## config.mk

```make
export PLATFORM = sky130hd
export DESIGN_NAME = trig_capture_timer
export DESIGN_NICKNAME = d
export VERILOG_FILES = /design/src/rtl/trig_capture_timer_pkg.sv /design/src/rtl/ct_cascade_counter.sv /design/src/rtl/ct_trig_sync.sv /design/src/rtl/ct_capture_seq.sv /design/src/rtl/trig_capture_timer.sv
export SDC_FILE = /design/constraint.sdc
export NUM_CORES = 1
export LEC_CHECK = 0
export ABC_CLOCK_PERIOD_IN_PS = 4700
export BUFFER_PORTS_ARGS = -buffer_cell sky130_fd_sc_hd__buf_2
export CORE_UTILIZATION = 47
export CTS_BUF_LIST = sky130_fd_sc_hd__clkbuf_16
export DETAILED_ROUTE_END_ITERATION = 8
export GPL_ROUTABILITY_DRIVEN = 0
export SETUP_SLACK_MARGIN = 0.2
export SLEW_MARGIN = 40
export SYNTH_ARGS = -nofsm -noshare
export SYNTH_HDL_FRONTEND = slang
export SYNTH_HIERARCHICAL = 1
export SYNTH_SLANG_ARGS = --single-unit
```

## constraint.sdc

```tcl
create_clock -name clk -period 4.7 [get_ports clk]
set_clock_uncertainty 0.1 [all_clocks]
set_input_delay 0 -clock clk [delete_from_list [all_inputs] [get_ports clk]]
set_output_delay 0 -clock clk [all_outputs]
set_load 0.01 [all_outputs]
```

## src/rtl/trig_capture_timer_pkg.sv

```systemverilog
package trig_capture_timer_pkg;

   typedef enum logic [2:0] {
      ST_IDLE_WAIT = 3'd0,
      ST_ARMED     = 3'd1,
      ST_READ_HI1  = 3'd2,
      ST_READ_LO   = 3'd3,
      ST_SETTLE    = 3'd4,
      ST_READ_HI2  = 3'd5,
      ST_REREAD_LO = 3'd6,
      ST_DONE      = 3'd7
   } cap_state_t;

endpackage

```

## src/rtl/ct_cascade_counter.sv

```systemverilog
module ct_cascade_counter #(
   parameter int HALF_W = 32
) (
   input  logic              clk,
   input  logic              rst,
   input  logic              rd_hi,
   output logic [HALF_W-1:0] rd_data
);
   localparam int MSB = HALF_W - 1;

   logic [HALF_W-1:0] lo_q;
   logic [HALF_W-1:0] hi_q;
   logic              link_q;
   logic              link_prev_q;
   logic              carry_en;

   generate
      if (HALF_W < 4) begin : g_bad_width
         $error("ct_cascade_counter: HALF_W must be at least 4");
      end
   endgenerate

   always_ff @(posedge clk) begin
      if (rst) begin
         lo_q <= '0;
      end else begin
         lo_q <= lo_q + 1'b1;
      end
   end

   // link register followed by the edge-detect flop
   always_ff @(posedge clk) begin
      if (rst) begin
         link_q      <= 1'b0;
         link_prev_q <= 1'b0;
      end else begin
         link_q      <= lo_q[MSB];
         link_prev_q <= link_q;
      end
   end

   assign carry_en = link_prev_q & ~link_q;

   always_ff @(posedge clk) begin
      if (rst) begin
         hi_q <= '0;
      end else if (carry_en) begin
         hi_q <= hi_q + 1'b1;
      end
   end

   assign rd_data = rd_hi ? hi_q : lo_q;

   assert_lo_step_R1: assert property (@(posedge clk) disable iff (rst)
      1'b1 |=> lo_q == $past(lo_q) + 1'b1);

   assert_hi_late_carry_R2: assert property (@(posedge clk) disable iff (rst)
      !$stable(hi_q) |-> (lo_q == HALF_W'(2)));

endmodule

```

## src/rtl/ct_trig_sync.sv

```systemverilog
module ct_trig_sync #(
   parameter int SYNC_STAGES = 2
) (
   input  logic clk,
   input  logic rst,
   input  logic trig_in,
   output logic trig_s
);
   logic [SYNC_STAGES-1:0] chain_q;

   generate
      if (SYNC_STAGES < 2) begin : g_bad_depth
         $error("ct_trig_sync: SYNC_STAGES must be at least 2");
      end
   endgenerate

   // reset to the active level so arming needs a genuine low
   always_ff @(posedge clk) begin
      if (rst) begin
         chain_q[0] <= 1'b1;
      end else begin
         chain_q[0] <= trig_in;
      end
   end

   generate
      for (genvar i = 1; i < SYNC_STAGES; i++) begin : g_stage
         always_ff @(posedge clk) begin
            if (rst) begin
               chain_q[i] <= 1'b1;
            end else begin
               chain_q[i] <= chain_q[i-1];
            end
         end
      end
   endgenerate

   assign trig_s = chain_q[SYNC_STAGES-1];

endmodule

```

## src/rtl/ct_capture_seq.sv

```systemverilog
module ct_capture_seq
   import trig_capture_timer_pkg::*;
#(
   parameter int HALF_W = 32
) (
   input  logic              clk,
   input  logic              rst,
   input  logic              trig_s,
   input  logic [HALF_W-1:0] rd_data,
   output logic              rd_hi,
   output logic [HALF_W-1:0] ts_hi,
   output logic [HALF_W-1:0] ts_lo,
   output logic              ts_valid
);
   cap_state_t        state_q;
   logic [HALF_W-1:0] hi1_q;
   logic [HALF_W-1:0] hi2_q;
   logic [HALF_W-1:0] lo1_q;

   assign rd_hi = (state_q == ST_READ_HI1) || (state_q == ST_READ_HI2);

   always_ff @(posedge clk) begin
      if (rst) begin
         state_q  <= ST_IDLE_WAIT;
         hi1_q    <= '0;
         hi2_q    <= '0;
         lo1_q    <= '0;
         ts_hi    <= '0;
         ts_lo    <= '0;
         ts_valid <= 1'b0;
      end else begin
         ts_valid <= 1'b0;
         unique case (state_q)
            ST_IDLE_WAIT: if (!trig_s) state_q <= ST_ARMED;
            ST_ARMED:     if (trig_s)  state_q <= ST_READ_HI1;
            ST_READ_HI1: begin
               hi1_q   <= rd_data;
               state_q <= ST_READ_LO;
            end
            ST_READ_LO: begin
               lo1_q   <= rd_data;
               state_q <= ST_SETTLE;
            end
            ST_SETTLE:    state_q <= ST_READ_HI2;
            ST_READ_HI2: begin
               if (rd_data != hi1_q) begin
                  hi2_q   <= rd_data;
                  state_q <= ST_REREAD_LO;
               end else begin
                  ts_hi    <= hi1_q;
                  ts_lo    <= lo1_q;
                  ts_valid <= 1'b1;
                  state_q  <= ST_DONE;
               end
            end
            ST_REREAD_LO: begin
               ts_hi    <= hi2_q;
               ts_lo    <= rd_data;
               ts_valid <= 1'b1;
               state_q  <= ST_DONE;
            end
            ST_DONE:      state_q <= ST_IDLE_WAIT;
            default:      state_q <= ST_IDLE_WAIT;
         endcase
      end
   end

   assert_arm_needs_low_R3: assert property (@(posedge clk) disable iff (rst)
      (state_q == ST_ARMED && $past(state_q) == ST_IDLE_WAIT) |-> !$past(trig_s));

   assert_retry_on_mismatch_R6: assert property (@(posedge clk) disable iff (rst)
      (state_q == ST_REREAD_LO) |-> (hi2_q != hi1_q));

   assert_valid_single_R8: assert property (@(posedge clk) disable iff (rst)
      ts_valid |=> !ts_valid);

   assert_result_hold_R8: assert property (@(posedge clk) disable iff (rst)
      !ts_valid |-> ($stable(ts_hi) && $stable(ts_lo)));

endmodule

```

## src/rtl/trig_capture_timer.sv

```systemverilog
module trig_capture_timer #(
   parameter int HALF_W      = 32,
   parameter int SYNC_STAGES = 2
) (
   input  logic              clk,
   input  logic              rst,
   input  logic              trig_in,
   output logic [HALF_W-1:0] ts_hi,
   output logic [HALF_W-1:0] ts_lo,
   output logic              ts_valid
);
   logic              rd_hi;
   logic [HALF_W-1:0] rd_data;
   logic              trig_s;

   ct_cascade_counter #(.HALF_W(HALF_W)) u_cnt (
      .clk     (clk),
      .rst     (rst),
      .rd_hi   (rd_hi),
      .rd_data (rd_data)
   );

   ct_trig_sync #(.SYNC_STAGES(SYNC_STAGES)) u_sync (
      .clk     (clk),
      .rst     (rst),
      .trig_in (trig_in),
      .trig_s  (trig_s)
   );

   ct_capture_seq #(.HALF_W(HALF_W)) u_seq (
      .clk      (clk),
      .rst      (rst),
      .trig_s   (trig_s),
      .rd_data  (rd_data),
      .rd_hi    (rd_hi),
      .ts_hi    (ts_hi),
      .ts_lo    (ts_lo),
      .ts_valid (ts_valid)
   );

endmodule

```

==> results list <==
- The flow ran to the end, and the final reports show no timing, DRC or antenna violations.
- Area taken by multi-input logic gates: 0.00594 mm2
- For this block, the initial DRC count from the detailed router was 800.
- Final critical-path setup slack: 0.618 ns
* Ys async rst share: 0%
- The count of nets left with antenna violations once routing finished came out at 0.
* Clock Sink Count: 232
- The signal on the critical path passes through inv_1, ha_1, nand2_1, nand2_1, buf_12, o21ai_0, xnor2_1, nand4_1, nor4_4, buf_4, a311oi_1, a311oi_2.
- Along the worst path, the maximum fanout reaches 45.
* Data arrival time of the worst path: 4.40 ns
- Number of instances in the synthesized netlist: 1,267
* Fraction of the cycle the final worst path needs: 86.9%
* Die Y-Extent: 156 um
- Post-Synthesis Cell Area: 0.0112 mm2
- The number of antenna diodes in the final layout is 0.
- Entering global routing, the biggest net connects 143 pins.
- For the final routed database, the setup TNS stands at 0 ns.
- Fraction of layout cells with a size suffix above 1: 16.7%
- Of the post-synthesis cell area, the dominant cell type holds 41.5%.
- In this run, synthesis inferred 0 flip-flops with an integrated enable.
- Yosys reg bits: 232
- Largest stage delay on the critical path: 0.60 ns
- After floorplanning, the core was divided into 56 placement rows.
* CTS-repair resized insts: 0
- Counting the fill cells in the layout gives 2,186.
- For this run, the leading register cell type out of synthesis is sky130_fd_sc_hd__dfxtp_1.
* Number of buffers and inverters on the critical path: 3
- The synthesized design spends more area on one cell type than any other, namely sky130_fd_sc_hd__dfxtp_1.
- DP Worst Slack: 0.721 ns
* DR DRC count: 0
- Relative slew margins: 41.1%
* Number of port buffers: 67
- Worst hold-check path type: input pin to flop
- Area of the placeable core: 0.0234 mm2
* Required time reported for the critical path endpoint: 5.02 ns
* NumNets Final: 1,274
- Synthesized area per cell: 8.83 um2
- Relative to the synthesized area, the layout overhead comes to 12.0%.
- The die is 156 um wide.
- Setup Fix Bufs, Post-CTS: 0
* Most frequent cell on the critical path: sky130_fd_sc_hd__nand2_1
- Across the VDD grid, the largest voltage drop is 259 uV.
- Routed wire length per instance: 19.5 um
* Cts bufs inserted: 26
- The worst setup path is launched from a flop.
- Number of vias per cell: 5.88
- Root buffer cell: sky130_fd_sc_hd__clkbuf_16
- Counting every net in the synthesized netlist gives 1,276.
* Overall global routing resource usage: 25.5%
- Max cap viols: 0
- Total congestion overflow: 0
- For this design the top-level I/O count stands at 68.
- The initial utilization of the core area, before any placement, comes to 47.8%.
- Summing internal, switching and leakage power gives 4.61 mW.
- Slew at the pin closest to its max-slew limit: 0.884 ns
- Wires add up to 31,200 um.
- The number of pins with negative max-slew slack in the final report came to 0.
- Leaving out filler cells and counting taps, the final layout contains 1,603.
- Clock tree from TritonCTS: yes
- The first global-routing pass estimated 49,300 um of wire.
- Clock transition at the register clock pins on the worst setup and hold paths after CTS: 0.06 ns
- The clock reaches the later pin of the worst-skew pair after 0.53 ns.
* Number of warning messages in the yosys log: 6
* CP delay by family, top: compound AO/OA/AOI/OAI gates
- Final critical path time including I/O delays and setup: 4.08 ns
- In this run the number of H-tree levels came out at 1.
- Final count of negative-setup-slack endpoints: 0
* Type of the worst setup path: flop to flop
- Core occupancy in the finished layout: 53.5%
- Number of antenna violations at the first check in global routing: 0
- The worst setup path is captured at a flop.
- Hold violation count in the final report: 0
- In the final layout, flip-flops and latches occupy 0.00465 mm2.
* Maximum operating frequency: 0.245 GHz
- The longest clock path from root to sink contains 3 buffers.
* Largest cells by area after synthesis: sky130_fd_sc_hd__dfxtp_1 42%, sky130_fd_sc_hd__nand2_1 7.2%, sky130_fd_sc_hd__a311oi_1 6.9%
- For this design the ratio of total power to cell area is 368 mW/mm2.
- Number of vias after detailed routing: 9,427
* Static Leakage: 3.85 nW
* Overall die area: 0.0244 mm2
- Detailed placement finished with a half-perimeter wire length of 18,900 um.
- Cell with the largest stage delay on the worst path: sky130_fd_sc_hd__o21ai_0
- Inst Count DP: 1,553
* Proportion of synthesized chip area in sequential cells: 41.5%
- Number of iterations in the first detailed-routing pass: 4
- Distinct cell type count of the synthesized netlist: 47
* Via count of the first global-routing pass: 8,664
- Setup repair after global routing left no endpoint under its margin.
[per-layer routing]
layer / share of wire (%) / GRT usage [%] / up-vias
met4: 1.7 / 6.21 / 0
met1: 48 / 37.3 / 4580
met3: 5.0 / 3.02 / 33
li1: - / - / 4589
met5: 0 / 0 / -
met2: 45 / 39.7 / 225
[sequential cells by signal, indices dropped and copies added (netlist names)]
name and cells:
u_seq/ts_hi 32, u_seq/hi2_q 32, u_cnt/link_prev_q 1, u_seq/lo1_q 32, u_seq/ts_lo 32, u_sync/chain_q 1
u_cnt/hi_q 32, u_sync/trig_s 1, u_seq/state_q 3, u_seq/hi1_q 32, u_seq/ts_valid 1, u_cnt/lo_q 32
u_cnt/link_q 1
[power breakdown]
part	internal, mW	total (mW)	switching (mW)
clock	1.19	2.00	0.810
sequential	1.99	2.00	0.0161
combinational	0.162	0.602	0.440
[cells by family after synthesis]
| kind of cell | share of synthesized area, % |
|---|---|
| compound gates | 19.7 |
| mux | 6.05 |
| xor+xnor | 4.31 |
| simple gates | 22.0 |
| fa+ha+maj | 0.671 |
| flops | 41.5 |
| buf+inv | 5.78 |
[tightest hold or removal path, delay by kind of cell]
| family | cells | cell delay, ns |
|---|---|---|
| buffers and inverters | 2 | 0.63 |
| AND/OR/NAND/NOR | 1 | 0.08 |
[cells in the final DEF (no fill, tap or decap), drive strengths merged]
| cell | instances |
|---|---|
| a31o | 1 |
| clkinv | 9 |
| clkbuf | 28 |
| xor2 | 11 |
| mux2i | 35 |
| dfxtp | 232 |
| nand2b | 66 |
| nor3 | 5 |
| or4b | 1 |
| clkinvlp | 1 |
| buf | 90 |
| xnor2 | 44 |
| o41ai | 1 |
| nor2 | 30 |
| inv | 22 |
| a211oi | 2 |
| o21ba | 1 |
| nor2b | 7 |
| bufinv | 3 |
| o21ai | 19 |
| a311oi | 128 |
| or4 | 28 |
| and3 | 3 |
| nand3b | 1 |
| dlygate4sd3 | 2 |
| nand2 | 215 |
| or2 | 5 |
| nand3 | 80 |
| ha | 6 |
| nor4 | 8 |
| and2 | 2 |
| mux2 | 29 |
| o31ai | 22 |
| and4 | 3 |
| a21oi | 104 |
| or3 | 14 |
| nand4b | 1 |
| o31a | 1 |
| nand4 | 24 |
[layout make-up]
| cell class | count | share of cell area [%] |
|---|---|---|
| multi-input cells | 897 | 47.4 |
| repair buffers | 93 | 5.18 |
| well taps | 319 | 3.19 |
| clock buffers | 27 | 5.39 |
| flip-flops and latches | 232 | 37.1 |
| inverters | 15 | 0.449 |
| clock inverters | 20 | 1.28 |
[synthesized netlist by cell type (15+ instances only)]
cell type                  instances
sky130_fd_sc_hd__inv_1            15
sky130_fd_sc_hd__clkbuf_1         85
sky130_fd_sc_hd__nand4_1          23
sky130_fd_sc_hd__a311oi_1         88
sky130_fd_sc_hd__or4_1            26
sky130_fd_sc_hd__mux2i_1          35
sky130_fd_sc_hd__nand3_1          79
sky130_fd_sc_hd__a311oi_2         40
sky130_fd_sc_hd__dfxtp_1         232
sky130_fd_sc_hd__xnor2_1          44
sky130_fd_sc_hd__nor2_1           30
sky130_fd_sc_hd__mux2_2           29
sky130_fd_sc_hd__nand2b_1         66
sky130_fd_sc_hd__o21ai_0          19
sky130_fd_sc_hd__a21oi_1         104
sky130_fd_sc_hd__nand2_1         215
sky130_fd_sc_hd__o31ai_1          22
[through the flow]
step           hold slack [ns]  area [um2]
2_1_floorplan         -0.00286       11200
3_3_place_gp            0.0880       11600
3_5_place_dp            0.0896       11600
4_1_cts                 0.0816       12500
5_1_grt                  0.115       12500
6_report                 0.116       12500
[worst paths after layout]
kind | startpoint | to | slack (ns) | cells after the start
min reg2reg | u_sync/chain_q[0]$_SDFF_PP1_ | u_sync/trig_s$_SDFF_PP1_ | 0.33 | 1
max reg2reg | u_seq/state_q[1]$_SDFFE_PP0P_ | u_seq/ts_lo[2]$_SDFFE_PP0P_ | 0.62 | 12
max | u_seq/state_q[1]$_SDFFE_PP0P_ | u_seq/ts_lo[2]$_SDFFE_PP0P_ | 0.62 | 12
min | trig_in | u_sync/chain_q[0]$_SDFF_PP1_ | 0.12 | 3
[what timing repair did]
| action | in CTS | in global routing |
|---|---|---|
| hold buffers | 2 | 0 |
| hold endpoints to repair | 82 | 0 |
| setup endpoints to repair | 0 | 0 |
Power figures use the tool's default switching activity.
